==> src/rtl/irq_prio_pkg.sv <==
package irq_prio_pkg;

    localparam int REG_AW = 4;
    localparam int REG_DW = 32;

    localparam logic [REG_AW-1:0] ADDR_EN_SET   = 4'd0;
    localparam logic [REG_AW-1:0] ADDR_EN_CLR   = 4'd1;
    localparam logic [REG_AW-1:0] ADDR_PEND_SET = 4'd2;
    localparam logic [REG_AW-1:0] ADDR_PEND_CLR = 4'd3;
    localparam int                ADDR_LVL_BASE = 4;

endpackage

==> src/rtl/irq_prio_select.sv <==
module irq_prio_select #(
    parameter int NUM_IRQ = 32,
    parameter int PRIO_W  = 2,
    localparam int IDW    = $clog2(NUM_IRQ)
) (
    input  logic [NUM_IRQ-1:0]             cand_i,
    input  logic [NUM_IRQ-1:0][PRIO_W-1:0] prio_i,
    output logic                           found_o,
    output logic [IDW-1:0]                 idx_o,
    output logic [PRIO_W-1:0]              prio_o
);

    // Strict compare keeps the lowest index on equal levels.
    always_comb begin
        found_o = 1'b0;
        idx_o   = '0;
        prio_o  = '0;
        for (int i = 0; i < NUM_IRQ; i++) begin
            if (cand_i[i] && (!found_o || (prio_i[i] < prio_o))) begin
                found_o = 1'b1;
                idx_o   = IDW'(i);
                prio_o  = prio_i[i];
            end
        end
    end

endmodule

==> src/rtl/irq_active_stack.sv <==
module irq_active_stack #(
    parameter int PRIO_W = 2,
    parameter int DEPTH  = 4,
    localparam int CW    = $clog2(DEPTH + 1),
    localparam int RPW   = PRIO_W + 1
) (
    input  logic              clk,
    input  logic              rst_n,
    input  logic              push_i,
    input  logic [PRIO_W-1:0] push_prio_i,
    input  logic              pop_i,
    output logic [RPW-1:0]    run_prio_o,
    output logic [RPW-1:0]    run_prio_next_o,
    output logic [CW-1:0]     depth_o
);

    localparam logic [RPW-1:0] IDLE_LVL = RPW'(1 << PRIO_W);

    typedef struct packed {
        logic [DEPTH-1:0][PRIO_W-1:0] ent;
        logic [CW-1:0]                cnt;
    } stk_t;

    stk_t s_d, s_q;

    function automatic logic [RPW-1:0] top_of(stk_t s);
        logic [RPW-1:0] r;
        r = IDLE_LVL;
        for (int k = 0; k < DEPTH; k++) begin
            if (k + 1 == int'(s.cnt)) r = {1'b0, s.ent[k]};
        end
        return r;
    endfunction

    always_comb begin
        s_d = s_q;
        if (push_i && (int'(s_q.cnt) < DEPTH)) begin
            for (int k = 0; k < DEPTH; k++) begin
                if (k == int'(s_q.cnt)) s_d.ent[k] = push_prio_i;
            end
            s_d.cnt = s_q.cnt + 1'b1;
        end else if (pop_i && (s_q.cnt != '0)) begin
            s_d.cnt = s_q.cnt - 1'b1;
        end
    end

    always_ff @(posedge clk or negedge rst_n) begin
        if (!rst_n) s_q <= '0;
        else        s_q <= s_d;
    end

    assign run_prio_o      = top_of(s_q);
    assign run_prio_next_o = top_of(s_d);
    assign depth_o         = s_q.cnt;

endmodule

==> src/rtl/irq_prio_ctrl.sv <==
module irq_prio_ctrl
    import irq_prio_pkg::*;
#(
    parameter int NUM_IRQ     = 32,
    parameter int PRIO_W      = 2,
    parameter int STACK_DEPTH = 4,
    localparam int IDW        = $clog2(NUM_IRQ),
    localparam int RPW        = PRIO_W + 1
) (
    input  logic               clk,
    input  logic               rst_n,
    input  logic [NUM_IRQ-1:0] irq_i,
    input  logic               reg_wr_i,
    input  logic [3:0]         reg_addr_i,
    input  logic [31:0]        reg_wdata_i,
    output logic [31:0]        reg_rdata_o,
    output logic               entry_req_o,
    output logic [IDW-1:0]     entry_vec_o,
    input  logic               entry_ack_i,
    input  logic               exc_ret_i,
    output logic [RPW-1:0]     run_prio_o
);

    localparam int PPW = REG_DW / PRIO_W;
    localparam int NPW = (NUM_IRQ + PPW - 1) / PPW;
    localparam int CW  = $clog2(STACK_DEPTH + 1);

    typedef struct packed {
        logic [NUM_IRQ-1:0]             irq_q;
        logic [NUM_IRQ-1:0]             en;
        logic [NUM_IRQ-1:0]             pend;
        logic [NUM_IRQ-1:0][PRIO_W-1:0] lvl;
        logic                           req;
        logic [IDW-1:0]                 vec;
        logic [PRIO_W-1:0]              oprio;
    } state_t;

    state_t s_d, s_q;

    logic              sel_found;
    logic [IDW-1:0]    sel_idx;
    logic [PRIO_W-1:0] sel_prio;
    logic              stk_push;
    logic              stk_pop;
    logic [RPW-1:0]    run_prio_next;
    logic [CW-1:0]     stk_depth;
    logic [PRIO_W-1:0] offer_prio;

    irq_prio_select #(.NUM_IRQ(NUM_IRQ), .PRIO_W(PRIO_W)) u_select (
        .cand_i  (s_q.pend & s_q.en),
        .prio_i  (s_q.lvl),
        .found_o (sel_found),
        .idx_o   (sel_idx),
        .prio_o  (sel_prio)
    );

    assign stk_push   = entry_ack_i && s_q.req;
    assign stk_pop    = exc_ret_i && !stk_push;
    assign offer_prio = s_q.oprio;

    irq_active_stack #(.PRIO_W(PRIO_W), .DEPTH(STACK_DEPTH)) u_stack (
        .clk             (clk),
        .rst_n           (rst_n),
        .push_i          (stk_push),
        .push_prio_i     (s_q.oprio),
        .pop_i           (stk_pop),
        .run_prio_o      (run_prio_o),
        .run_prio_next_o (run_prio_next),
        .depth_o         (stk_depth)
    );

    always_comb begin
        logic [NUM_IRQ-1:0] wmask, sw_set, sw_clr, ack_mask;
        s_d   = s_q;
        wmask = reg_wdata_i[NUM_IRQ-1:0];

        if (reg_wr_i && reg_addr_i == ADDR_EN_SET) s_d.en = s_q.en | wmask;
        if (reg_wr_i && reg_addr_i == ADDR_EN_CLR) s_d.en = s_q.en & ~wmask;

        sw_set = (reg_wr_i && reg_addr_i == ADDR_PEND_SET) ? wmask : '0;
        sw_clr = (reg_wr_i && reg_addr_i == ADDR_PEND_CLR) ? wmask : '0;
        for (int i = 0; i < NUM_IRQ; i++) begin
            ack_mask[i] = stk_push && (s_q.vec == IDW'(i));
        end
        // A fresh edge or software set outranks any clear in the same cycle.
        s_d.pend  = (s_q.pend & ~ack_mask & ~sw_clr) | (irq_i & ~s_q.irq_q) | sw_set;
        s_d.irq_q = irq_i;

        for (int i = 0; i < NUM_IRQ; i++) begin
            if (reg_wr_i && reg_addr_i == REG_AW'(ADDR_LVL_BASE + i / PPW)) begin
                s_d.lvl[i] = reg_wdata_i[(i % PPW) * PRIO_W +: PRIO_W];
            end
        end

        // Offer is judged against the level that holds after this cycle's
        // return, which gives tail-chaining and late-arrival replacement.
        if (stk_push) begin
            s_d.req = 1'b0;
        end else begin
            s_d.req = sel_found && ({1'b0, sel_prio} < run_prio_next);
            if (sel_found) begin
                s_d.vec   = sel_idx;
                s_d.oprio = sel_prio;
            end
        end
    end

    always_ff @(posedge clk or negedge rst_n) begin
        if (!rst_n) s_q <= '0;
        else        s_q <= s_d;
    end

    always_comb begin
        logic [NPW*REG_DW-1:0] lvl_flat;
        lvl_flat = '0;
        for (int i = 0; i < NUM_IRQ; i++) lvl_flat[i*PRIO_W +: PRIO_W] = s_q.lvl[i];
        reg_rdata_o = '0;
        case (reg_addr_i)
            ADDR_EN_SET, ADDR_EN_CLR:     reg_rdata_o = REG_DW'(s_q.en);
            ADDR_PEND_SET, ADDR_PEND_CLR: reg_rdata_o = REG_DW'(s_q.pend);
            default: begin
                for (int k = 0; k < NPW; k++) begin
                    if (reg_addr_i == REG_AW'(ADDR_LVL_BASE + k)) begin
                        reg_rdata_o = lvl_flat[k*REG_DW +: REG_DW];
                    end
                end
            end
        endcase
    end

    assign entry_req_o = s_q.req;
    assign entry_vec_o = s_q.vec;

endmodule

==> config.mk <==
export PLATFORM = sky130hd
export DESIGN_NAME = irq_prio_ctrl
export DESIGN_NICKNAME = d
export VERILOG_FILES = /design/src/rtl/irq_prio_pkg.sv /design/src/rtl/irq_prio_select.sv /design/src/rtl/irq_active_stack.sv /design/src/rtl/irq_prio_ctrl.sv
export SDC_FILE = /design/constraint.sdc
export NUM_CORES = 1
export LEC_CHECK = 0
export ABC_AREA = 1
export BUFFER_PORTS_ARGS = -buffer_cell sky130_fd_sc_hd__buf_2
export CORE_UTILIZATION = 40
export DETAILED_ROUTE_END_ITERATION = 8
export GPL_TIMING_DRIVEN = 1
export PLACE_DENSITY = 0.69
export RECOVER_POWER = 25
export SYNTH_ARGS = -nofsm -noshare
export SYNTH_HDL_FRONTEND = slang
export SYNTH_SLANG_ARGS = --single-unit
==> constraint.sdc <==
create_clock -name clk -period 39.8 [get_ports clk]
set_input_delay 7.96 -clock clk [delete_from_list [all_inputs] [get_ports clk]]
set_output_delay 7.96 -clock clk [all_outputs]
set_load 0.005 [all_outputs]
# Word-level counts from Yosys, hierarchy flattened
# Index checks and enable logic that the tools add are counted.
# Widths: inputs -> output; s select.
[classes]
n_addsub = 2
magnitude_cmp = 33
eq_ne = 44
muxes = 118
n_bitwise = 13
n_reduce_logical = 145
[ops]
columns = ["op", "count"]
rows = [
  ["$mux 32", 6],
  ["$and 32x32->32", 5],
  ["$not 32->32", 4],
  ["$or 32x32->32", 3],
  ["$eq 5x5->1 const B", 16],
  ["$mux 5", 16],
  ["$mux 2", 38],
  ["$logic_and 1x1->1", 74],
  ["$pmux 32 s2", 1],
  ["$lt 2x2->1", 31],
  ["$mux 3", 14],
  ["$eq 5x4->1 const B", 8],
  ["$mux 1", 34],
  ["$logic_not 1->1", 32],
  ["$mux 4", 8],
  ["$logic_or 1x1->1", 31],
  ["$eq 5x3->1 const B", 4],
  ["$eq 3x3->1 const A", 6],
  ["$eq 5x2->1 const B", 2],
  ["$eq 4x2->1 const B", 2],
  ["$eq 4x3->1 const B", 2],
  ["$mux 8", 1],
  ["$eq 2x3->1 const A", 2],
  ["$eq 5x1->1 const B", 1],
  ["other kinds (13)", 14],
]
[word_totals]
ff_bits = 179
in_bits = 73
wordCells = 398

# Depth between registers and ports, before layout
[depth]
word_depth = 129
depth_mapped = 199
mapped_depth_nobuf = 199

# Modules after synthesis
# A second synthesis with hierarchy kept.
[hier_totals]
hier_cells = 1904
area_unflattened_um2 = 12199.2
[by_module_without_submodules]
columns = ["mod", "n_inst", "cells_per_inst", "area_each_um2", "seq_area_each_um2"]
rows = [
  ["irq_prio_ctrl", 1, 1187, 8634.5, 4204.0],
  ["irq_prio_select", 1, 615, 2775.2, 0.0],
  ["irq_active_stack", 1, 102, 789.5, 275.3],
]

# Least setup slack after synthesis
# No wires, ideal clock.
[synth_path]
path_type = "input -> output"
from = "in reg_addr_i[3]"
to = "out reg_rdata_o[10]"
arrival_ps = 9048
required_time_ps = 31840
setup_slack_ps = 22792
stages = 6
path_buffers = 1
cell_sequence = "nor2_1 > inv_1 > nor2_1 > inv_1 > clkbuf_1 > o21ai_0"
[synth_via]
elab_chain_len = 4
[synth_lines]
columns = ["item", "line_no", "rtl"]
rows = [
  ["start, declared", "irq_prio_ctrl.sv:14", "input logic [3:0] reg_addr_i,"],
  ["$eq 4x3->1", "irq_prio_ctrl.sv:123", "if (reg_addr_i == REG_AW'(ADDR_LVL_BASE + k)) begin"],
  ["$mux 32 (2 in series)", "irq_prio_ctrl.sv:123", ""],
  ["$pmux 32 s2 (*)", "irq_prio_ctrl.sv:118", "case (reg_addr_i)"],
  ["end, declared", "irq_prio_ctrl.sv:16", "output logic [31:0] reg_rdata_o,"],
]
# Every way passes the cells marked *; elsewhere a longest branch is shown, timed or not.

# Worst setup path in the final report
[layout_path]
from = "in reg_addr_i[1]"
to = "out reg_rdata_o[6]"
# Same word-level chain as after synthesis.

==> impl_results.md <==
- Die Span Y: 167.2 microns
- GRT Resource Usage Total: 0.2608
- Clock Path Buffers: 2
- Floorplan row count: 60
- Post-synthesis average cell area: 6.976 sq um
- Final WL: 36150 microns
- Rel. slew slack: -2.793
- DR vias: 11070
- I/O Buffers: 113
- Placed Cells: 1983
- Ranking of synthesized cells by area: dfrtp_1 41%, nand2_1 14%, inv_1 10%
- Final setup violating endpoints: 0
- Fin nets: 1746
- Sequential share of the synthesized area: 0.4103
- Placer congestion estimate: 0.9742
- Fin. Hold Viols: 0
- Fin. max-slew vios: 104
- Clock sink count: 179
- Setup CP Type: in2out
- Ys flop type: dfrtp_1
- CTS tree: done
- Max-Cap Viols: 1
- Syn nets: 1650
- Final worst path period need: 17.85 ns
- Postcts setup bufs: 0
- ANT nets after route: 0
- TritonCTS Buffers: 17
- Diodes inserted: 0
- FILL cells: 2743
- Largest net degree at the start of global routing: 104
- Post-Synthesis Cells: 1565
- Largest area contributor in the netlist: dfrtp_1
- Area of the multi-input gates: 5152 sq um
- Critical path arrival: 9.89 ns
- Ys async rst share: 1.000
- Initial DRC count: 1193
- CP required: 31.84 ns
- Post-DR vias/cell: 5.495
- Initial antenna violation count: 0
- Worst-path clk slew: 0.08 ns
- Hold Crit Depth: 1
- Ys Warns: 0
- Post-synth EDFFs: 0
- Run status: complete, but fails checks
- Share of cells above drive strength 1: 0.1255
- Failing checks: capacitance limit, slew limit
- Area growth syn-to-layout: 13.20%
- R2r worst-path depth: 194
- Drt wl/cell: 17.95 microns
- I/O pin cnt: 114
- Detail Placement HPWL: 27810 microns
- Cts hold-fix bufs: 0
- Netlist Area Pre-Place: 10920 sq um
- Die width: 167.2 microns
- H-tree depth: 4
- Clock root cell: clkbuf_16
- Grt ovf: 0
- Number of global-route vias before repair: 10330
- Final worst slack: 21.95 ns
- Register area: 4479 sq um
- Clk_skew: 0.01379 ns
- 1st-pass router iterations: 6
- Hold Worst Slack: 0.4625 ns
- RSZ-0062 raised after global routing: false
- Tightest Pin Transition: 5.690 ns
- Part of the cycle the worst path needs: 0.4485
- Post_cts resized: 0
- Crit Path Max Fanout: 28
- Area fraction of the dominant cell type after synthesis: 0.4103
- Non-filler cells, final: 2014
- Most common cell in the netlist: nand2_1
- Clk_lat worst skew: 0.45 ns
- Yosys reg bits: 179
- Final TNS setup: 0 ns
- Core area: 26880 sq um
- Full die area: 27960 sq um
- Post-Place Worst Slack: 22.05 ns
- Residual DRC: 0
- CP Capture Type: output port
- Yosys cell types: 37
- Initial Util: 0.4062
- Global-route wire length before repair: 56320 microns
- Synth top cells by count: 412 x nand2_1, 295 x inv_1, 179 x dfrtp_1
- Hold Path Class: reg2reg
- Setup crit start kind: input port
- Max Clk Rate: 0.05602 GHz
==> area by class of cell <==
type                    count  area share
clock buffers              17     0.03442
clock inverters            14     0.01347
inverters                 297     0.09021
multi-input cells        1046      0.4169
flip-flops and latches    179      0.3625
well taps                 341     0.03452
repair buffers            120     0.04799
==> through the flow <==
stage,cell area (sq um),util
after global placement,11800,0.4391
final,12360,0.4598
after floorplan,10920,-
after detailed placement,11800,0.4391
after CTS,12390,0.4611
after global routing,12360,0.4598
==> path summary, 6_finish.rpt <==
kind | slack (ns) | endpoint | from
max | 21.95 | reg_rdata_o[6] | reg_addr_i[1]
min | 0.46 | s_q[101] | s_q[165]
max reg2reg | 22.29 | entry_req_o | s_q[72]
min reg2reg | 0.46 | s_q[101] | s_q[165]
max in group asynchronous | 26.99 | s_q[52] | rst_n
min in group asynchronous | 9.61 | u_stack.s_q[9] | rst_n
==> critical path, stage by stage <==
cell and delay [ns]:
buf_2 0.12, nor2_1 0.08, nand2_1 0.08, nor2_1 0.56
inv_2 0.45, o22ai_1 0.29, a21oi_1 0.06, o21ai_0 0.11
buf_2 0.16
==> cells by family after synthesis <==
family / after synthesis / synth area share
simple gates: 723 / 0.2836
buf+inv: 340 / 0.1186
compound gates: 310 / 0.1730
flops: 179 / 0.4103
fa+ha+maj: 12 / 0.01375
xor+xnor: 1 / 0.0008024
==> routing by layer <==
metal | wire (microns) | up-vias | GRT usage
met5 | 0 | - | 0
met4 | 1058 | 0 | 0.09174
met3 | 3389 | 78 | 0.05389
met2 | 15940 | 560 | 0.4002
met1 | 15760 | 5203 | 0.3643
li1 | - | 5226 | -
==> layout by cell type, fill, tap and decap left out, drive strengths merged, types with 3 or more instances in the layout <==
cell type	n
a21boi	4
a21oi	45
a221o	5
a221oi	5
a31oi	3
buf	100
clkbuf	37
clkinv	8
dfrtp	179
ha	12
inv	302
nand2	480
nand3	99
nand4	16
nor2	121
nor3	6
o211ai	17
o21a	5
o21ai	149
o221ai	42
o22ai	27
Power is not shown: default switching activity piles up to over one toggle a cycle in this logic, so the estimate is an artifact.
